--- src/rtl/ddr3_init_pkg.sv ---
`timescale 1ns/1ps
package ddr3_init_pkg;

    localparam int BA_W    = 3;
    localparam int MR_STEPS = 4;

    typedef enum logic [2:0] {
        ST_RST  = 3'd0,
        ST_CKE  = 3'd1,
        ST_XPR  = 3'd2,
        ST_MRS  = 3'd3,
        ST_ZQ   = 3'd4,
        ST_DONE = 3'd5
    } init_st_e;

    typedef struct packed {
        logic cs_n;
        logic ras_n;
        logic cas_n;
        logic we_n;
    } cmd_pins_t;

    localparam cmd_pins_t CMD_NOP  = '{cs_n: 1'b0, ras_n: 1'b1, cas_n: 1'b1, we_n: 1'b1};
    localparam cmd_pins_t CMD_MRS  = '{cs_n: 1'b0, ras_n: 1'b0, cas_n: 1'b0, we_n: 1'b0};
    localparam cmd_pins_t CMD_ZQCL = '{cs_n: 1'b0, ras_n: 1'b1, cas_n: 1'b1, we_n: 1'b0};

    typedef struct packed {
        logic            rst_n;
        logic            cke;
        cmd_pins_t       cmd;
        logic [BA_W-1:0] ba;
        logic            odt;
        logic            done;
    } ctl_pins_t;

    localparam ctl_pins_t CTL_IDLE = '{rst_n: 1'b0, cke: 1'b0, cmd: CMD_NOP,
                                       ba: '0, odt: 1'b0, done: 1'b0};

    localparam logic [15:0] ZQ_LONG_ADDR = 16'h0400;

    function automatic int max2(input int a, input int b);
        return (a > b) ? a : b;
    endfunction

    // CAS write latency field, valid for 5..8
    function automatic logic [2:0] cwl_code(input int cwl);
        return 3'(cwl - 5);
    endfunction

    // CAS latency field A[6:4], valid for 5..11 (A2 stays 0)
    function automatic logic [2:0] cl_code(input int cl);
        return 3'(cl - 4);
    endfunction

    // Write recovery field A[11:9]
    function automatic logic [2:0] wr_code(input int wr);
        if (wr <= 8)       return 3'(wr - 4);
        else if (wr == 16) return 3'd0;
        else               return 3'(wr / 2);
    endfunction

    // Programming order: step 0..3 targets banks 2,3,1,0
    function automatic logic [BA_W-1:0] mr_bank(input int step);
        case (step)
            0:       return BA_W'(2);
            1:       return BA_W'(3);
            2:       return BA_W'(1);
            default: return BA_W'(0);
        endcase
    endfunction

    function automatic logic [15:0] mr_addr(input int step, input int cl,
                                            input int cwl, input int wr);
        logic [15:0] a;
        a = '0;
        case (step)
            0: a[5:3] = cwl_code(cwl);
            2: begin
                a[2] = 1'b1;
                a[6] = 1'b1;
            end
            3: begin
                a[6:4]  = cl_code(cl);
                a[8]    = 1'b1;
                a[11:9] = wr_code(wr);
                a[12]   = 1'b1;
            end
            default: a = '0;
        endcase
        return a;
    endfunction

endpackage

--- src/rtl/dis_timer.sv ---
`timescale 1ns/1ps
module dis_timer #(
    parameter int CNT_W   = 8,
    parameter int RST_VAL = 0
) (
    input  logic             clk,
    input  logic             rst,
    input  logic             load,
    input  logic [CNT_W-1:0] load_val,
    output logic             expired
);
    logic [CNT_W-1:0] cnt_q;

    always_ff @(posedge clk) begin
        if (rst)               cnt_q <= CNT_W'(RST_VAL);
        else if (load)         cnt_q <= load_val;
        else if (cnt_q != '0)  cnt_q <= cnt_q - 1'b1;
    end

    assign expired = (cnt_q == '0);
endmodule

--- src/rtl/dis_mr_table.sv ---
`timescale 1ns/1ps
module dis_mr_table
    import ddr3_init_pkg::*;
#(
    parameter int ADDR_W = 14,
    parameter int CL     = 7,
    parameter int CWL    = 6,
    parameter int WR     = 8
) (
    input  logic [1:0]        step,
    output logic [BA_W-1:0]   ba,
    output logic [ADDR_W-1:0] addr
);
    logic [BA_W-1:0]   ba_tbl [MR_STEPS];
    logic [ADDR_W-1:0] ad_tbl [MR_STEPS];

    for (genvar g = 0; g < MR_STEPS; g++) begin : g_mr
        assign ba_tbl[g] = mr_bank(g);
        assign ad_tbl[g] = ADDR_W'(mr_addr(g, CL, CWL, WR));
    end

    assign ba   = ba_tbl[step];
    assign addr = ad_tbl[step];
endmodule

--- src/rtl/dis_pin_reg.sv ---
`timescale 1ns/1ps
module dis_pin_reg
    import ddr3_init_pkg::*;
#(
    parameter int ADDR_W = 14
) (
    input  logic              clk,
    input  logic              rst,
    input  ctl_pins_t         ctl_d,
    input  logic [ADDR_W-1:0] addr_d,
    output ctl_pins_t         ctl_q,
    output logic [ADDR_W-1:0] addr_q
);
    always_ff @(posedge clk) begin
        if (rst) begin
            ctl_q  <= CTL_IDLE;
            addr_q <= '0;
        end else begin
            ctl_q  <= ctl_d;
            addr_q <= addr_d;
        end
    end
endmodule

--- src/rtl/ddr3_init_seq.sv ---
`timescale 1ns/1ps
module ddr3_init_seq
    import ddr3_init_pkg::*;
#(
    parameter int ADDR_W       = 14,
    parameter int RST_HOLD_CYC = 50000,
    parameter int CKE_WAIT_CYC = 125000,
    parameter int XPR_CYC      = 72,
    parameter int MRD_CYC      = 4,
    parameter int MOD_CYC      = 12,
    parameter int ZQINIT_CYC   = 512,
    parameter int CL           = 7,
    parameter int CWL          = 6,
    parameter int WR           = 8
) (
    input  logic              clk,
    input  logic              rst,
    output logic              mem_rst_n,
    output logic              mem_cke,
    output logic              mem_cs_n,
    output logic              mem_ras_n,
    output logic              mem_cas_n,
    output logic              mem_we_n,
    output logic [BA_W-1:0]   mem_ba,
    output logic [ADDR_W-1:0] mem_addr,
    output logic              mem_odt,
    output logic              init_done
);
    localparam int MAX_CYC = max2(max2(max2(RST_HOLD_CYC, CKE_WAIT_CYC),
                                       max2(XPR_CYC, MRD_CYC)),
                                  max2(MOD_CYC, ZQINIT_CYC));
    localparam int CNT_W = $clog2(MAX_CYC + 1);

    init_st_e         state_q, state_d;
    logic [1:0]       step_q, step_d;
    logic             first_q;
    logic             expired;
    logic             advance;
    logic [CNT_W-1:0] span_d;
    logic [BA_W-1:0]  mr_ba;
    logic [ADDR_W-1:0] mr_ad;
    ctl_pins_t        ctl_d, ctl_q;
    logic [ADDR_W-1:0] addr_d, addr_q;

    // Cycles spent in a phase, minus one, as loaded into the timer
    function automatic logic [CNT_W-1:0] span(input init_st_e st, input logic [1:0] stp);
        case (st)
            ST_RST:  return CNT_W'(RST_HOLD_CYC - 1);
            ST_CKE:  return CNT_W'(CKE_WAIT_CYC - 1);
            ST_XPR:  return CNT_W'(XPR_CYC - 1);
            ST_MRS:  return (stp == 2'd3) ? CNT_W'(MOD_CYC - 1) : CNT_W'(MRD_CYC - 1);
            ST_ZQ:   return CNT_W'(ZQINIT_CYC - 1);
            default: return '0;
        endcase
    endfunction

    always_comb begin
        state_d = state_q;
        step_d  = step_q;
        if (expired) begin
            case (state_q)
                ST_RST: state_d = ST_CKE;
                ST_CKE: state_d = ST_XPR;
                ST_XPR: begin
                    state_d = ST_MRS;
                    step_d  = 2'd0;
                end
                ST_MRS: begin
                    if (step_q == 2'd3) state_d = ST_ZQ;
                    else                step_d  = step_q + 2'd1;
                end
                ST_ZQ:   state_d = ST_DONE;
                default: state_d = ST_DONE;
            endcase
        end
    end

    assign advance = expired && (state_q != ST_DONE);
    assign span_d  = span(state_d, step_d);

    always_ff @(posedge clk) begin
        if (rst) begin
            state_q <= ST_RST;
            step_q  <= 2'd0;
            first_q <= 1'b1;
        end else begin
            state_q <= state_d;
            step_q  <= step_d;
            first_q <= advance;
        end
    end

    dis_timer #(
        .CNT_W   (CNT_W),
        .RST_VAL (RST_HOLD_CYC - 1)
    ) u_timer (
        .clk      (clk),
        .rst      (rst),
        .load     (advance),
        .load_val (span_d),
        .expired  (expired)
    );

    dis_mr_table #(
        .ADDR_W (ADDR_W),
        .CL     (CL),
        .CWL    (CWL),
        .WR     (WR)
    ) u_mr_table (
        .step (step_q),
        .ba   (mr_ba),
        .addr (mr_ad)
    );

    always_comb begin
        ctl_d       = CTL_IDLE;
        addr_d      = '0;
        ctl_d.rst_n = (state_q != ST_RST);
        ctl_d.cke   = (state_q != ST_RST) && (state_q != ST_CKE);
        ctl_d.done  = (state_q == ST_DONE);
        if (state_q == ST_MRS && first_q) begin
            ctl_d.cmd = CMD_MRS;
            ctl_d.ba  = mr_ba;
            addr_d    = mr_ad;
        end else if (state_q == ST_ZQ && first_q) begin
            ctl_d.cmd = CMD_ZQCL;
            addr_d    = ADDR_W'(ZQ_LONG_ADDR);
        end
    end

    dis_pin_reg #(
        .ADDR_W (ADDR_W)
    ) u_pins (
        .clk    (clk),
        .rst    (rst),
        .ctl_d  (ctl_d),
        .addr_d (addr_d),
        .ctl_q  (ctl_q),
        .addr_q (addr_q)
    );

    assign mem_rst_n = ctl_q.rst_n;
    assign mem_cke   = ctl_q.cke;
    assign mem_cs_n  = ctl_q.cmd.cs_n;
    assign mem_ras_n = ctl_q.cmd.ras_n;
    assign mem_cas_n = ctl_q.cmd.cas_n;
    assign mem_we_n  = ctl_q.cmd.we_n;
    assign mem_ba    = ctl_q.ba;
    assign mem_addr  = addr_q;
    assign mem_odt   = ctl_q.odt;
    assign init_done = ctl_q.done;
endmodule

--- config.mk ---
export PLATFORM = sky130hd
export DESIGN_NAME = ddr3_init_seq
export DESIGN_NICKNAME = d
export VERILOG_FILES = /design/src/rtl/ddr3_init_pkg.sv /design/src/rtl/dis_timer.sv /design/src/rtl/dis_mr_table.sv /design/src/rtl/dis_pin_reg.sv /design/src/rtl/ddr3_init_seq.sv
export SDC_FILE = /design/constraint.sdc
export NUM_CORES = 1
export LEC_CHECK = 0
export BUFFER_PORTS_ARGS = -buffer_cell sky130_fd_sc_hd__buf_4
export CAP_MARGIN = 20
export CORE_UTILIZATION = 56
export DETAILED_ROUTE_END_ITERATION = 12
export PLACE_DENSITY = 0.82
export SETUP_SLACK_MARGIN = 0.2
export SLEW_MARGIN = 20
export SYNTH_ARGS = -nofsm -noshare
export SYNTH_HDL_FRONTEND = slang
export SYNTH_SLANG_ARGS = --single-unit
export TNS_END_PERCENT = 1
--- constraint.sdc ---
create_clock -name clk -period 2.24 [get_ports clk]
set_input_delay 0.56 -clock clk [delete_from_list [all_inputs] [get_ports clk]]
set_output_delay 0.56 -clock clk [all_outputs]
set_load 0.01 [all_outputs]
==> results.txt <==
The run finished, with violations left. The final reports fail on design-rule violations. The portion of the clock cycle consumed by the worst path in the final layout is 86.6%. The leakage power is 0.760 nW. The synthesized netlist occupies a cell area of 0.00175 sq mm. After detailed routing, the average wire length per cell comes to 14.9 um. By area, the combinational part of the netlist is dominated by simple AND/OR/NAND/NOR gates. Of all nets on the critical path, the largest fanout is 15. The mux cell area share after synthesis is 0.644%.

The total vias in the final route is 1,471. Sorting the synthesized cells by area gives the leading types as sky130_fd_sc_hd__dfxtp_1, sky130_fd_sc_hd__buf_4, sky130_fd_sc_hd__nor2_1. Counting buffers and inverters, the worst setup path is 6 cells deep. The number of buffers added to fix hold violations after cts is 0. The number of rows created at floorplan came out at 19.

The net count of the finished layout is 220. The critical path's largest stage delay came out at 0.44 ns. The global-route usage over all layers came out at 24.0%.

The average instance area after synthesis came out at 8.88 sq um. Once layout is done, the placed cells without fillers occupy 0.00192 sq mm. The number of CTS-inserted buffers came out at 5.

The worst hold margin is 0.501 ns. The area share of the largest cell type after synthesis is 38.9%. The worst hold path stage count is 2. The HPWL after detailed placement came out at 2620 um. The final antenna diode count is 0.

The time the worst path needs with I/O delays and setup is 1.94 ns. 27 I/O pins were placed. The number of DRC markers after the initial detailed-route iteration came out at 61. The number of buffers added on ports came out at 18.

The core area came out at 0.00285 sq mm. The transition time at the pin with the least slew margin is 0.522 ns. The initial utilization of the core area, before any placement, comes to 61.3%.

The cell family contributing the most delay on the critical path is simple AND/OR/NAND/NOR gates. The worst slew margin relative to its limit is 64.9%. The signal on the critical path passes through inv_1 -> ha_1 -> nor3b_1 -> and2_2 -> nor4b_2 -> mux2_1.

The via count of the first global-routing pass came out at 1,388. Data on the critical path arrives at its endpoint at 2.17 ns. The iteration count of the initial detailed-routing pass is 8. Setup repair after global routing left no endpoint under its margin. The worst setup skew after layout came out at 0.00631 ns.

The depth of the worst register-to-register path came out at 6. The max-slew violation count came out at 0. Summing the areas of all fa, ha and maj instances in the mapped netlist gives 3.58% of the synthesized area.

The share of the synthesized area in compound gates (AO/OA/AOI/OAI) came out at 16.0%. Clock tree synthesis selected as its root buffer the cell sky130_fd_sc_hd__clkbuf_4. The total number of H-tree levels is 2. The share of post-route cells with drive strength above 1 came out at 21.5%. The final number of hold-violating endpoints is 0. For this run, the leading register cell type out of synthesis is sky130_fd_sc_hd__dfxtp_1. For this design the ratio of total power to cell area is 557 mW/mm^2. The upper clock frequency limit came out at 0.515 GHz.

The element type at the critical path end is a flop. The number of synthesized register bits is 34. The number of buffers added for setup after CTS came out at 0.

The global route total overflow is 0. The later-pin clock latency in the skew report came out at 0.34 ns. The post-synthesis cell type count came out at 48. The clock tree from TritonCTS is done.

The total wirelength of the detailed-routed design came out at 3650 um. The most common cell in the synthesized netlist is sky130_fd_sc_hd__dfxtp_1. The aggregate negative setup slack is 0 ns. The start-to-end type of the worst setup path is flop to flop. The count of fill cells added during filler insertion is 242. Ranked by instance count, the synthesized netlist is headed by sky130_fd_sc_hd__dfxtp_1, sky130_fd_sc_hd__nor2_1, sky130_fd_sc_hd__buf_4. The initial antenna violation count came out at 0. The cell with the largest stage delay on the worst path is sky130_fd_sc_hd__dfxtp_1.

The final RePlAce weighted congestion came out at 0.881. Summing the areas of all xor and xnor instances in the mapped netlist gives 3.51% of the synthesized area. The post-route DRC violation count is 4. The longest clock path from root to sink contains 2 buffers. The worst hold-check path type is flop to flop. Using the TritonRoute via totals, the vias-per-cell ratio works out to 6.00. The post-synthesis sequential area ratio came out at 38.9%. The quantity of gates resized following cts is 0. The post-synthesis cell type with the largest combined area is sky130_fd_sc_hd__dfxtp_1. The setup violation total in the final timing report is 0.

The worst setup path is launched from a flop. Together, buffers and inverters on the worst path number 1. The number of max-capacitance violations reported came out at 0.

The post-synthesis async set-or-reset flop share is 0%. The overall power consumption came out at 0.00107 W. The pin count of the biggest net entering global routing came out at 23. The global-route wire length before repair came out at 6000 um. The area added between synthesis and finish is 9.66%. The gate count after technology mapping is 197.

The required arrival time at the worst endpoint is 2.47 ns. During synthesis, Yosys emitted a total of 0 warnings. The peak supply drop came out at 0.000457 V.

Counting every sink on the clock net gives 34. After detailed placement, the total cell area comes to 0.00184 sq mm. Summing the areas of all and, or, nand and nor instances in the mapped netlist gives 25.9% of the synthesized area. The sequential cell area came out at 681 sq um.

The die is 57.9 um tall. The number of flops mapped to enable cells by yosys came out at 0. The clock transition at the register clock pins on the worst setup and hold paths after CTS came out at 0.10 ns. From left edge to right edge, the die measures 57.9 um.

The die outline area came out at 0.00335 sq mm. The area used by multi-input combinational logic came out at 898 sq um. The post-detailed-route count of antenna-violating nets is 0.
==> placed cells by master (no fill, tap or decap), drive strengths merged, types with 2 or more instances in the layout <==
cell and instances:
a31o 3, nor4b 3, o211ai 2, ha 5, inv 7, nand2 12
nor4 4, nor2 18, a21oi 12, and3 5, nand4 6, a21o 3
nand3 8, xor2 6, a31oi 4, or3 2, nand3b 2, buf 26
o21ai 11, conb 8, nor2b 6, and2 2, nor3 4, clkbuf 8
o31ai 3, dfxtp 34
==> area by class of cell <==
class                           count  share of cell area [%]
Sequential cell                    34                    35.5
Inverter                            7                    1.37
Timing Repair Buffer               26                    10.2
Tap cell                           31                    2.02
Multi-Input combinational cell    139                    46.8
Clock buffer                        8                    4.11
==> sequential cells by signal, summed over array words and instances, names as in the netlist <==
signal / count
first_q: 1
state_q: 3
step_q: 2
u_pins.addr_q: 4
u_pins.ctl_q: 7
u_timer.cnt_q: 17
==> where the power goes <==
part / leakage [nW] / switching [W] / total (W) / internal (W)
registers: 0.275 / 0.00000786 / 0.000617 / 0.000609
clock network: 0.0446 / 0.000196 / 0.000410 / 0.000214
logic: 0.440 / 0.0000285 / 0.0000418 / 0.0000134
total: 0.760 / 0.000232 / 0.00107 / 0.000837
==> layer usage <==
layer	track usage (%)	vias to the layer above	share of wire (%)
met5	0	-	0
met4	12.9	0	2.2
li1	-	707	-
met3	7.37	8	7.0
met2	38.9	48	47
met1	28.3	708	44
==> metrics by stage <==
step | setup WS, ns | cells | util, %
6_report | 0.300 | 245 | 67.2
5_1_grt | 0.204 | 245 | 67.2
4_1_cts | 0.228 | 245 | 67.2
3_5_place_dp | 0.246 | 237 | 64.4
3_3_place_gp | 0.335 | 237 | 64.4
2_1_floorplan | 0.454 | 204 | -
==> final timing paths <==
kind,endpoint,start,slack [ns]
hold reg to reg,u_timer.cnt_q[10],u_timer.cnt_q[10],0.50
setup / recovery,u_timer.cnt_q[12],u_timer.cnt_q[0],0.30
setup reg to reg,u_timer.cnt_q[12],u_timer.cnt_q[0],0.30
hold / removal,u_timer.cnt_q[10],u_timer.cnt_q[10],0.50
==> worst min-delay path, stage by stage (launching register included) <==
cell and delay (ns):
sky130_fd_sc_hd__dfxtp_1 0.33, sky130_fd_sc_hd__o21ai_0 0.07, sky130_fd_sc_hd__a21oi_1 0.06
==> cell families (layout without fill, tap and decap cells) <==
group,after synthesis,after routing
AO/OA/AOI/OAI,43,43
XOR/XNOR,7,7
adder cells (fa/ha/maj),5,5
buffers and inverters,31,41
flip-flops,34,34
multiplexers,1,1
other,1,8
AND/OR/NAND/NOR,75,75
Note: power is estimated with default switching activity, not from simulation.
